[src/rtl/edid_pkg.sv]
package edid_pkg;
    typedef enum logic [2:0] {
        ST_IDLE, ST_START, ST_TX, ST_TACK, ST_RX, ST_MACK, ST_STOP
    } ddc_state_t;

    localparam logic [2:0] A_DIV_LO = 3'd0;
    localparam logic [2:0] A_DIV_HI = 3'd1;
    localparam logic [2:0] A_FOFS   = 3'd2;
    localparam logic [2:0] A_WORD   = 3'd3;
    localparam logic [2:0] A_SEG    = 3'd4;
    localparam logic [2:0] A_MASK   = 3'd5;
    localparam logic [2:0] A_STAT   = 3'd6;
    localparam logic [2:0] A_DATA   = 3'd7;

    localparam logic [6:0] DEV_SEG  = 7'h30;
    localparam logic [6:0] DEV_EDID = 7'h50;
endpackage

[src/rtl/edid_tick.sv]
module edid_tick #(
    parameter int DW = 16
) (
    input  logic          clk,
    input  logic          rst_n,
    input  logic          run,
    input  logic [DW-1:0] div,
    output logic          tick
);
    logic [DW-1:0] cnt;

    always_ff @(posedge clk or negedge rst_n) begin
        if (!rst_n)                 cnt <= '0;
        else if (!run || cnt == div) cnt <= '0;
        else                        cnt <= cnt + 1'b1;
    end

    assign tick = run && (cnt == div);

    // with a divider above zero, quarter ticks never come back to back
    a_r2_tick_spacing: assert property (@(posedge clk) disable iff (!rst_n)
        (tick && div != '0 && $stable(div)) |=> !tick);
endmodule

[src/rtl/edid_fifo.sv]
module edid_fifo #(
    parameter int DEPTH = 128,
    parameter int W     = 8
) (
    input  logic                     clk,
    input  logic                     rst_n,
    input  logic                     load,
    input  logic [$clog2(DEPTH)-1:0] ofs,
    input  logic                     wr_en,
    input  logic [W-1:0]             wdata,
    input  logic                     rd_adv,
    output logic [W-1:0]             rdata
);
    localparam int AW = $clog2(DEPTH);
    localparam logic [AW-1:0] LAST = AW'(DEPTH - 1);

    logic [W-1:0]  mem [DEPTH];
    logic [AW-1:0] wptr, rptr;

    always_ff @(posedge clk) begin
        if (wr_en) mem[wptr] <= wdata;
    end

    always_ff @(posedge clk or negedge rst_n) begin
        if (!rst_n) begin
            wptr <= '0;
            rptr <= '0;
        end else if (load) begin
            wptr <= ofs;
            rptr <= ofs;
        end else begin
            if (wr_en)                  wptr <= wptr + 1'b1;
            if (rd_adv && rptr != LAST) rptr <= rptr + 1'b1;
        end
    end

    assign rdata = mem[rptr];

    // the read pointer holds at the last entry
    a_r5_no_wrap: assert property (@(posedge clk) disable iff (!rst_n)
        (rd_adv && !load && rptr == LAST) |=> rptr == LAST);
endmodule

[src/rtl/edid_ctrl.sv]
module edid_ctrl
    import edid_pkg::*;
#(
    parameter int NBYTES = 128
) (
    input  logic       clk,
    input  logic       rst_n,
    input  logic       go,
    input  logic [7:0] seg,
    input  logic [7:0] word,
    input  logic       tick,
    input  logic       scl_in,
    input  logic       sda_in,
    output logic       busy,
    output logic       scl_low,
    output logic       sda_low,
    output logic       fifo_we,
    output logic [7:0] fifo_wd,
    output logic       done_ok,
    output logic       done_err
);
    localparam int CW = $clog2(NBYTES);
    localparam logic [CW-1:0] CLAST = CW'(NBYTES - 1);

    ddc_state_t    state;
    logic [1:0]    phase;
    logic [2:0]    bitn, step;
    logic [CW-1:0] cnt;
    logic [7:0]    seg_r, word_r, sh, tx_byte;
    logic          nack, err, adv, last;

    assign adv     = tick && !(phase == 2'd1 && !scl_in);
    assign last    = (cnt == CLAST);
    assign busy    = (state != ST_IDLE);
    assign fifo_wd = sh;

    always_comb begin
        case (step)
            3'd0:    tx_byte = {DEV_SEG, 1'b0};
            3'd1:    tx_byte = seg_r;
            3'd2:    tx_byte = {DEV_EDID, 1'b0};
            3'd3:    tx_byte = word_r;
            default: tx_byte = {DEV_EDID, 1'b1};
        endcase
    end

    // state register and datapath
    always_ff @(posedge clk or negedge rst_n) begin
        if (!rst_n) begin
            state <= ST_IDLE; phase <= '0; bitn <= '0; step <= '0; cnt <= '0;
            seg_r <= '0; word_r <= '0; sh <= '0; nack <= 1'b0; err <= 1'b0;
            fifo_we <= 1'b0; done_ok <= 1'b0; done_err <= 1'b0;
        end else begin
            fifo_we <= 1'b0; done_ok <= 1'b0; done_err <= 1'b0;
            unique case (state)
                ST_IDLE: if (go) begin
                    state  <= ST_START;
                    phase  <= '0;
                    step   <= (seg != 8'd0) ? 3'd0 : 3'd2;
                    seg_r  <= seg;
                    word_r <= word;
                    err    <= 1'b0;
                    cnt    <= '0;
                end
                default: if (adv) begin
                    phase <= phase + 2'd1;
                    if (phase == 2'd2 && state == ST_TACK) nack <= sda_in;
                    if (phase == 2'd2 && state == ST_RX)   sh <= {sh[6:0], sda_in};
                    if (phase == 2'd3) begin
                        unique case (state)
                            ST_START: begin state <= ST_TX; bitn <= 3'd7; end
                            ST_TX: if (bitn == 3'd0) state <= ST_TACK;
                                   else bitn <= bitn - 3'd1;
                            ST_TACK: if (nack && !step[0]) begin
                                    state <= ST_STOP; err <= 1'b1;
                                end else if (step == 3'd4) begin
                                    state <= ST_RX; bitn <= 3'd7;
                                end else if (step[0]) begin
                                    state <= ST_START; step <= step + 3'd1;
                                end else begin
                                    state <= ST_TX; bitn <= 3'd7; step <= step + 3'd1;
                                end
                            ST_RX: if (bitn == 3'd0) begin
                                    state <= ST_MACK; fifo_we <= 1'b1;
                                end else bitn <= bitn - 3'd1;
                            ST_MACK: if (last) state <= ST_STOP;
                                else begin
                                    state <= ST_RX; bitn <= 3'd7; cnt <= cnt + 1'b1;
                                end
                            ST_STOP: begin
                                state <= ST_IDLE; done_ok <= !err; done_err <= err;
                            end
                            default: state <= ST_IDLE;
                        endcase
                    end
                end
            endcase
        end
    end

    // pad outputs
    always_comb begin
        scl_low = 1'b0;
        sda_low = 1'b0;
        unique case (state)
            ST_IDLE: ;
            ST_START: begin
                scl_low = (phase == 2'd0) || (phase == 2'd3);
                sda_low = (phase >= 2'd2);
            end
            ST_TX: begin
                scl_low = (phase == 2'd0) || (phase == 2'd3);
                sda_low = !tx_byte[bitn];
            end
            ST_TACK, ST_RX: scl_low = (phase == 2'd0) || (phase == 2'd3);
            ST_MACK: begin
                scl_low = (phase == 2'd0) || (phase == 2'd3);
                sda_low = !last;
            end
            ST_STOP: begin
                scl_low = (phase == 2'd0);
                sda_low = (phase <= 2'd1);
            end
            default: ;
        endcase
    end

    // a held-low SCL freezes the slot in its release phase
    a_r9_stretch_wait: assert property (@(posedge clk) disable iff (!rst_n)
        (state != ST_IDLE && phase == 2'd1 && !scl_in) |=> phase == 2'd1);
    // ready and error never report together
    a_r6_one_result: assert property (@(posedge clk) disable iff (!rst_n)
        !(done_ok && done_err));
    // the error flag only rises after a sampled NACK
    a_r6_err_cause: assert property (@(posedge clk) disable iff (!rst_n)
        $rose(err) |-> $past(nack));
    // SDA holds steady through a transmitted bit after its set-up phase
    a_r3_tx_stable: assert property (@(posedge clk) disable iff (!rst_n)
        (state == ST_TX && phase != 2'd0) |-> $stable(sda_low));
endmodule

[src/rtl/edid_fetch.sv]
module edid_fetch
    import edid_pkg::*;
#(
    parameter int NBYTES = 128
) (
    input  logic       clk,
    input  logic       rst_n,
    input  logic       reg_wr,
    input  logic       reg_rd,
    input  logic [2:0] reg_addr,
    input  logic [7:0] reg_wdata,
    output logic [7:0] reg_rdata,
    input  logic       scl_in,
    input  logic       sda_in,
    output logic       scl_oe,
    output logic       sda_oe,
    output logic       irq
);
    localparam int AW = $clog2(NBYTES);

    logic [15:0]   div;
    logic [AW-1:0] fofs;
    logic [7:0]    word, fifo_rd, fifo_wd;
    logic [1:0]    mask, status;
    logic          go, busy, tick, fifo_we, done_ok, done_err, rd_adv;

    assign go     = reg_wr && reg_addr == A_SEG && !busy;
    assign rd_adv = reg_rd && reg_addr == A_DATA;
    assign irq    = |(status & mask);

    always_ff @(posedge clk or negedge rst_n) begin
        if (!rst_n) begin
            div <= '0; fofs <= '0; word <= '0; mask <= '0; status <= '0;
        end else begin
            if (reg_wr) begin
                case (reg_addr)
                    A_DIV_LO: div[7:0]  <= reg_wdata;
                    A_DIV_HI: div[15:8] <= reg_wdata;
                    A_FOFS:   fofs      <= reg_wdata[AW-1:0];
                    A_WORD:   word      <= reg_wdata;
                    A_MASK:   mask      <= reg_wdata[1:0];
                    A_STAT:   status    <= status & ~reg_wdata[1:0];
                    default: ;
                endcase
            end
            if (done_ok)  status[0] <= 1'b1;
            if (done_err) status[1] <= 1'b1;
        end
    end

    always_comb begin
        case (reg_addr)
            A_DIV_LO: reg_rdata = div[7:0];
            A_DIV_HI: reg_rdata = div[15:8];
            A_FOFS:   reg_rdata = 8'(fofs);
            A_WORD:   reg_rdata = word;
            A_MASK:   reg_rdata = {6'd0, mask};
            A_STAT:   reg_rdata = {6'd0, status};
            A_DATA:   reg_rdata = fifo_rd;
            default:  reg_rdata = 8'd0;
        endcase
    end

    edid_tick #(.DW(16)) u_tick (
        .clk(clk), .rst_n(rst_n), .run(busy), .div(div), .tick(tick)
    );

    edid_ctrl #(.NBYTES(NBYTES)) u_ctrl (
        .clk(clk), .rst_n(rst_n), .go(go), .seg(reg_wdata), .word(word),
        .tick(tick), .scl_in(scl_in), .sda_in(sda_in), .busy(busy),
        .scl_low(scl_oe), .sda_low(sda_oe), .fifo_we(fifo_we),
        .fifo_wd(fifo_wd), .done_ok(done_ok), .done_err(done_err)
    );

    edid_fifo #(.DEPTH(NBYTES), .W(8)) u_fifo (
        .clk(clk), .rst_n(rst_n), .load(go), .ofs(fofs), .wr_en(fifo_we),
        .wdata(fifo_wd), .rd_adv(rd_adv), .rdata(fifo_rd)
    );

    // a write of one clears the ready flag unless completion lands together
    a_r7_w1c: assert property (@(posedge clk) disable iff (!rst_n)
        (reg_wr && reg_addr == A_STAT && reg_wdata[0] && !done_ok) |=> !status[0]);
    // a zero mask keeps the line quiet
    a_r8_muted: assert property (@(posedge clk) disable iff (!rst_n)
        (mask == 2'b00) |-> !irq);
    // the bus is never driven while idle
    a_r10_idle_released: assert property (@(posedge clk) disable iff (!rst_n)
        !busy |-> (!scl_oe && !sda_oe));
endmodule

[config.mk]
export PLATFORM = sky130hd
export DESIGN_NAME = edid_fetch
export DESIGN_NICKNAME = d
export VERILOG_FILES = /design/src/rtl/edid_pkg.sv /design/src/rtl/edid_tick.sv /design/src/rtl/edid_fifo.sv /design/src/rtl/edid_ctrl.sv /design/src/rtl/edid_fetch.sv
export SDC_FILE = /design/constraint.sdc
export NUM_CORES = 1
export LEC_CHECK = 0
export ABC_CLOCK_PERIOD_IN_PS = 2200
export BUFFER_PORTS_ARGS = -buffer_cell sky130_fd_sc_hd__buf_2
export CORE_MARGIN = 2
export CORE_UTILIZATION = 30
export CTS_CLUSTER_SIZE = 28
export DETAILED_ROUTE_END_ITERATION = 7
export REMOVE_ABC_BUFFERS = 1
export SLEW_MARGIN = 20
export SYNTH_ARGS = -nofsm -noshare
export SYNTH_HDL_FRONTEND = slang
export SYNTH_SLANG_ARGS = --single-unit
export TNS_END_PERCENT = 20
[constraint.sdc]
create_clock -name clk -period 2.2 [get_ports clk]
set_input_delay 0.33 -clock clk [delete_from_list [all_inputs] [get_ports clk]]
set_output_delay 0.33 -clock clk [all_outputs]
set_load 0.05 [all_outputs]
==> impl_results.md <==
- Worst-Margin Slew: 0.813 ns
- Initial core utilization: 0.302
- Final setup margin: -1.62 ns
- Max IR drop VDD: around 0.63 mV
- WS Path Type: reg2out
- Status: complete, but fails checks
- IO Count: 28
- H-tree depth: 3
- Dpl hpwl: between 80000 and 90000 um
- Peak Freq: around 260 MHz
- Yosys cell types: 70
- Initial antenna violation count: 0
- Clk buf depth: 3
- N_diodes: 0
- Synth top cells by count: edfxtp_1, mux4_2, mux2i_1
- DR WL/cell: approximately 23 um
- Gr usage total: 0.155
- DIE HEIGHT: 395 um
- Fillers: about 14000
- Nets: around 3200
- Synth top area cells: edfxtp_1, mux4_2, dfrtp_1, mux2i_1, nor2_1
- Req. time, crit path: between 1.5 and 2 ns
- Gr busiest metal: met2
- Top-count cell post-synth: edfxtp_1
- RePlAce Congestion: 0.917
- M2 GR Usage: 0.251
- Fin crit period: 3.82 ns
- Final number of max-transition violations: 0
- Worst-path clk slew: 0.06 ns
- LEAKAGE: 20.2 nW
- Remaining global-route overflow: 0
- Async set-reset flop share out of synthesis: 0.0986
- Clock root buffer master: clkbuf_16
- Clock Skew: between 0.02 and 0.03 ns
- PD cells: approximately 1200 nW/um2
- Share of cells above drive strength 1: 0.361
- Met3 Use GR: 0.0269
- Core Region: roughly 150000 um2
- DRT Pass-1 Iters: 6
- Global-route wire length before repair: ~180000 um
- Via count: between 20000 and 30000
- Non-Filler Instances: 5300
- Warnings from Yosys: 0
- CP Max Fanout: 7
- Site Rows: 143
- Failing checks: setup timing
- Post-Syn Instances: 2543
- Vias per cell: around 5
- Final setup violating endpoints: 24
- Iter 0 DRT Violations: around 2600
- DRT Wirelength: ~120000 um
- Placed Instances: roughly 5000
- Final ANT Viol Nets: 0
- Number of synthesized register bits: 1136
- TritonCTS Buffers: 113
- Worst skew pair latency: approximately 0.71 ns
- RSZ-0062 raised after global routing: true
- Final Cycle Share: 1.74
- DIE WIDTH: around 400 um
- MaxCap Viol Count: 0
- Worst relative slew slack: 0.458
- Startpoint types: flop
- Mapped Area: ~46000 um2
- Area Overhead vs Synth: 26.9%
- Residual DRC: 0
- Grt met1 use: 0.212
- Post-synth top flop: edfxtp_1
- CTS tree: done
- Worst Path Arrival: between 3 and 4 ns
- Final setup TNS: -14.91 ns
- Final hold vios: 0
- Largest net degree at the start of global routing: between 90 and 100
- Crit end category: output pin
- Post-synthesis sequential area ratio: 0.730
- I/O Buffers: 27
- EDFF count, synth: approximately 1000
- Avg Cell Area, Syn: roughly 18 um2
- Die area: ~160000 um2
- Largest area contributor in the netlist: edfxtp_1
- CTS sink count: roughly 1100
- Worst hold-check path type: in2reg
- Yosys top cell area share: 0.669
- Number of global-route vias before repair: roughly 26000
==> registers in the layout, summed over array words and instances (netlist names), 3 cells and up <==
signal          cells
div                16
fofs                7
u_ctrl.bitn         3
u_ctrl.cnt          7
u_ctrl.fifo_wd      8
u_ctrl.seg_r        8
u_ctrl.state        3
u_ctrl.step         3
u_ctrl.word_r       8
u_fifo.mem       1024
u_fifo.rptr         7
u_fifo.wptr         7
u_tick.cnt         16
word                8
==> worst paths after layout <==
kind                                     start                 to  slack (ns)  cells after the start
max in group asynchronous                rst_n     u_fifo.rptr[0]        1.42                      3
min in group asynchronous                rst_n     u_ctrl.step[0]        0.15                      2
worst min register to register      u_ctrl.err     u_ctrl.done_ok        0.44                      1
worst min-delay path               reg_addr[2]          status[1]        0.13                      4
worst max register to register          div[0]  u_ctrl.fifo_wd[6]       -0.10                      8
worst max-delay path            u_fifo.rptr[0]       reg_rdata[3]       -1.62                     11
==> critical path, cell delays in order (launching register included) <==
cell       delay [ns]
dfrtp_4          0.52
buf_12           0.18
buf_12           0.14
bufbuf_16        0.27
buf_4            0.18
mux2i_1          0.16
a22oi_1          0.30
nand3_1          0.12
nand4b_1         0.22
a211oi_4         0.07
nor3_4           0.39
buf_6            0.22
==> logic make-up (layout without fill, tap and decap cells) <==
kind of cell | Yosys count | after routing | share of synthesized area
xor+xnor | 38 | 38 | 0.00724
buf+inv | 152 | 879 | 0.0174
mux | 449 | 449 | 0.154
simple gates | 513 | 513 | 0.0509
compound gates | 236 | 236 | 0.0356
flops | 1136 | 1136 | 0.730
fa+ha+maj | 19 | 19 | 0.00517
==> cells in the final DEF (no fill, tap or decap), types with 7 or more instances in the layout <==
cell type,count
clkbuf_1,21
a22oi_1,48
edfxtp_1,1024
mux2i_2,14
clkinv_1,23
nand2b_1,14
buf_6,25
and3_1,13
nand3_1,60
bufinv_16,14
mux2i_1,175
mux2i_4,7
nand4_1,10
o211ai_1,17
xor2_1,25
dlygate4sd3_1,11
a21oi_1,35
dfrtp_1,101
clkinv_2,27
ha_1,18
inv_1,13
nand2_1,154
o22ai_1,12
buf_12,57
o21ai_0,21
mux2_4,7
nand4b_1,8
nor2b_1,17
buf_16,8
buf_4,524
nor2_1,181
mux4_2,201
xnor2_1,13
mux2_2,45
dfrtp_4,11
buf_2,16
clkbuf_16,116
==> where the power goes <==
group	internal, mW	switching, mW	leakage, nW
Clock	11.3	8.11	1.82
Sequential	23.7	0.649	10.4
Combinational	11.9	12.5	8.04
==> per-layer routing <==
layer	vias to the layer above	wire, um	part of all wire
met1	13700	52600	0.43
met2	943	58600	0.47
met3	197	8670	0.070
met5	-	0	0
li1	11400	-	-
met4	0	3710	0.030
==> final cells by class <==
| type | instances | area [um2] | area share |
|---|---|---|---|
| Clock buffer | 137 | 2980 | 0.0511 |
| Clock inverter | 73 | 734 | 0.0126 |
| Inverter | 18 | 68.8 | 0.00118 |
| Multi-Input combinational cell | 1255 | 12400 | 0.213 |
| Sequential cell | 1136 | 33600 | 0.576 |
| Tap cell | 2030 | 2540 | 0.0435 |
| Timing Repair Buffer | 651 | 5990 | 0.103 |
==> metrics by stage <==
| stage | power, mW | setup slack, ns | util | hold WS [ns] | instance area (um2) |
|---|---|---|---|---|---|
| global route | 70.4 | -1.69 | 0.384 | 0.133 | 58300 |
| CTS | 67.7 | -1.62 | 0.382 | 0.0891 | 58000 |
| finish | 68.2 | -1.62 | 0.384 | 0.128 | 58300 |
| detailed placement | 45.7 | -1.42 | 0.349 | 0.337 | 53000 |
| global placement | 45.7 | -1.78 | 0.349 | 0.339 | 53000 |
| floorplan | 32.4 | -12.01 | - | 0.0344 | 45200 |
==> repair_timing <==
action | 4_1_cts | 5_1_grt
pin swaps | 36 | 31
gates resized for setup | 170 | 54
setup endpoints to repair | 41 | 43
endpoints found under the hold margin | 99 | 0
cloned | 7 | 0
setup buffers | 26 | 17
hold buffers | 11 | 0
No activity file was read; power rests on OpenSTA's default activity.
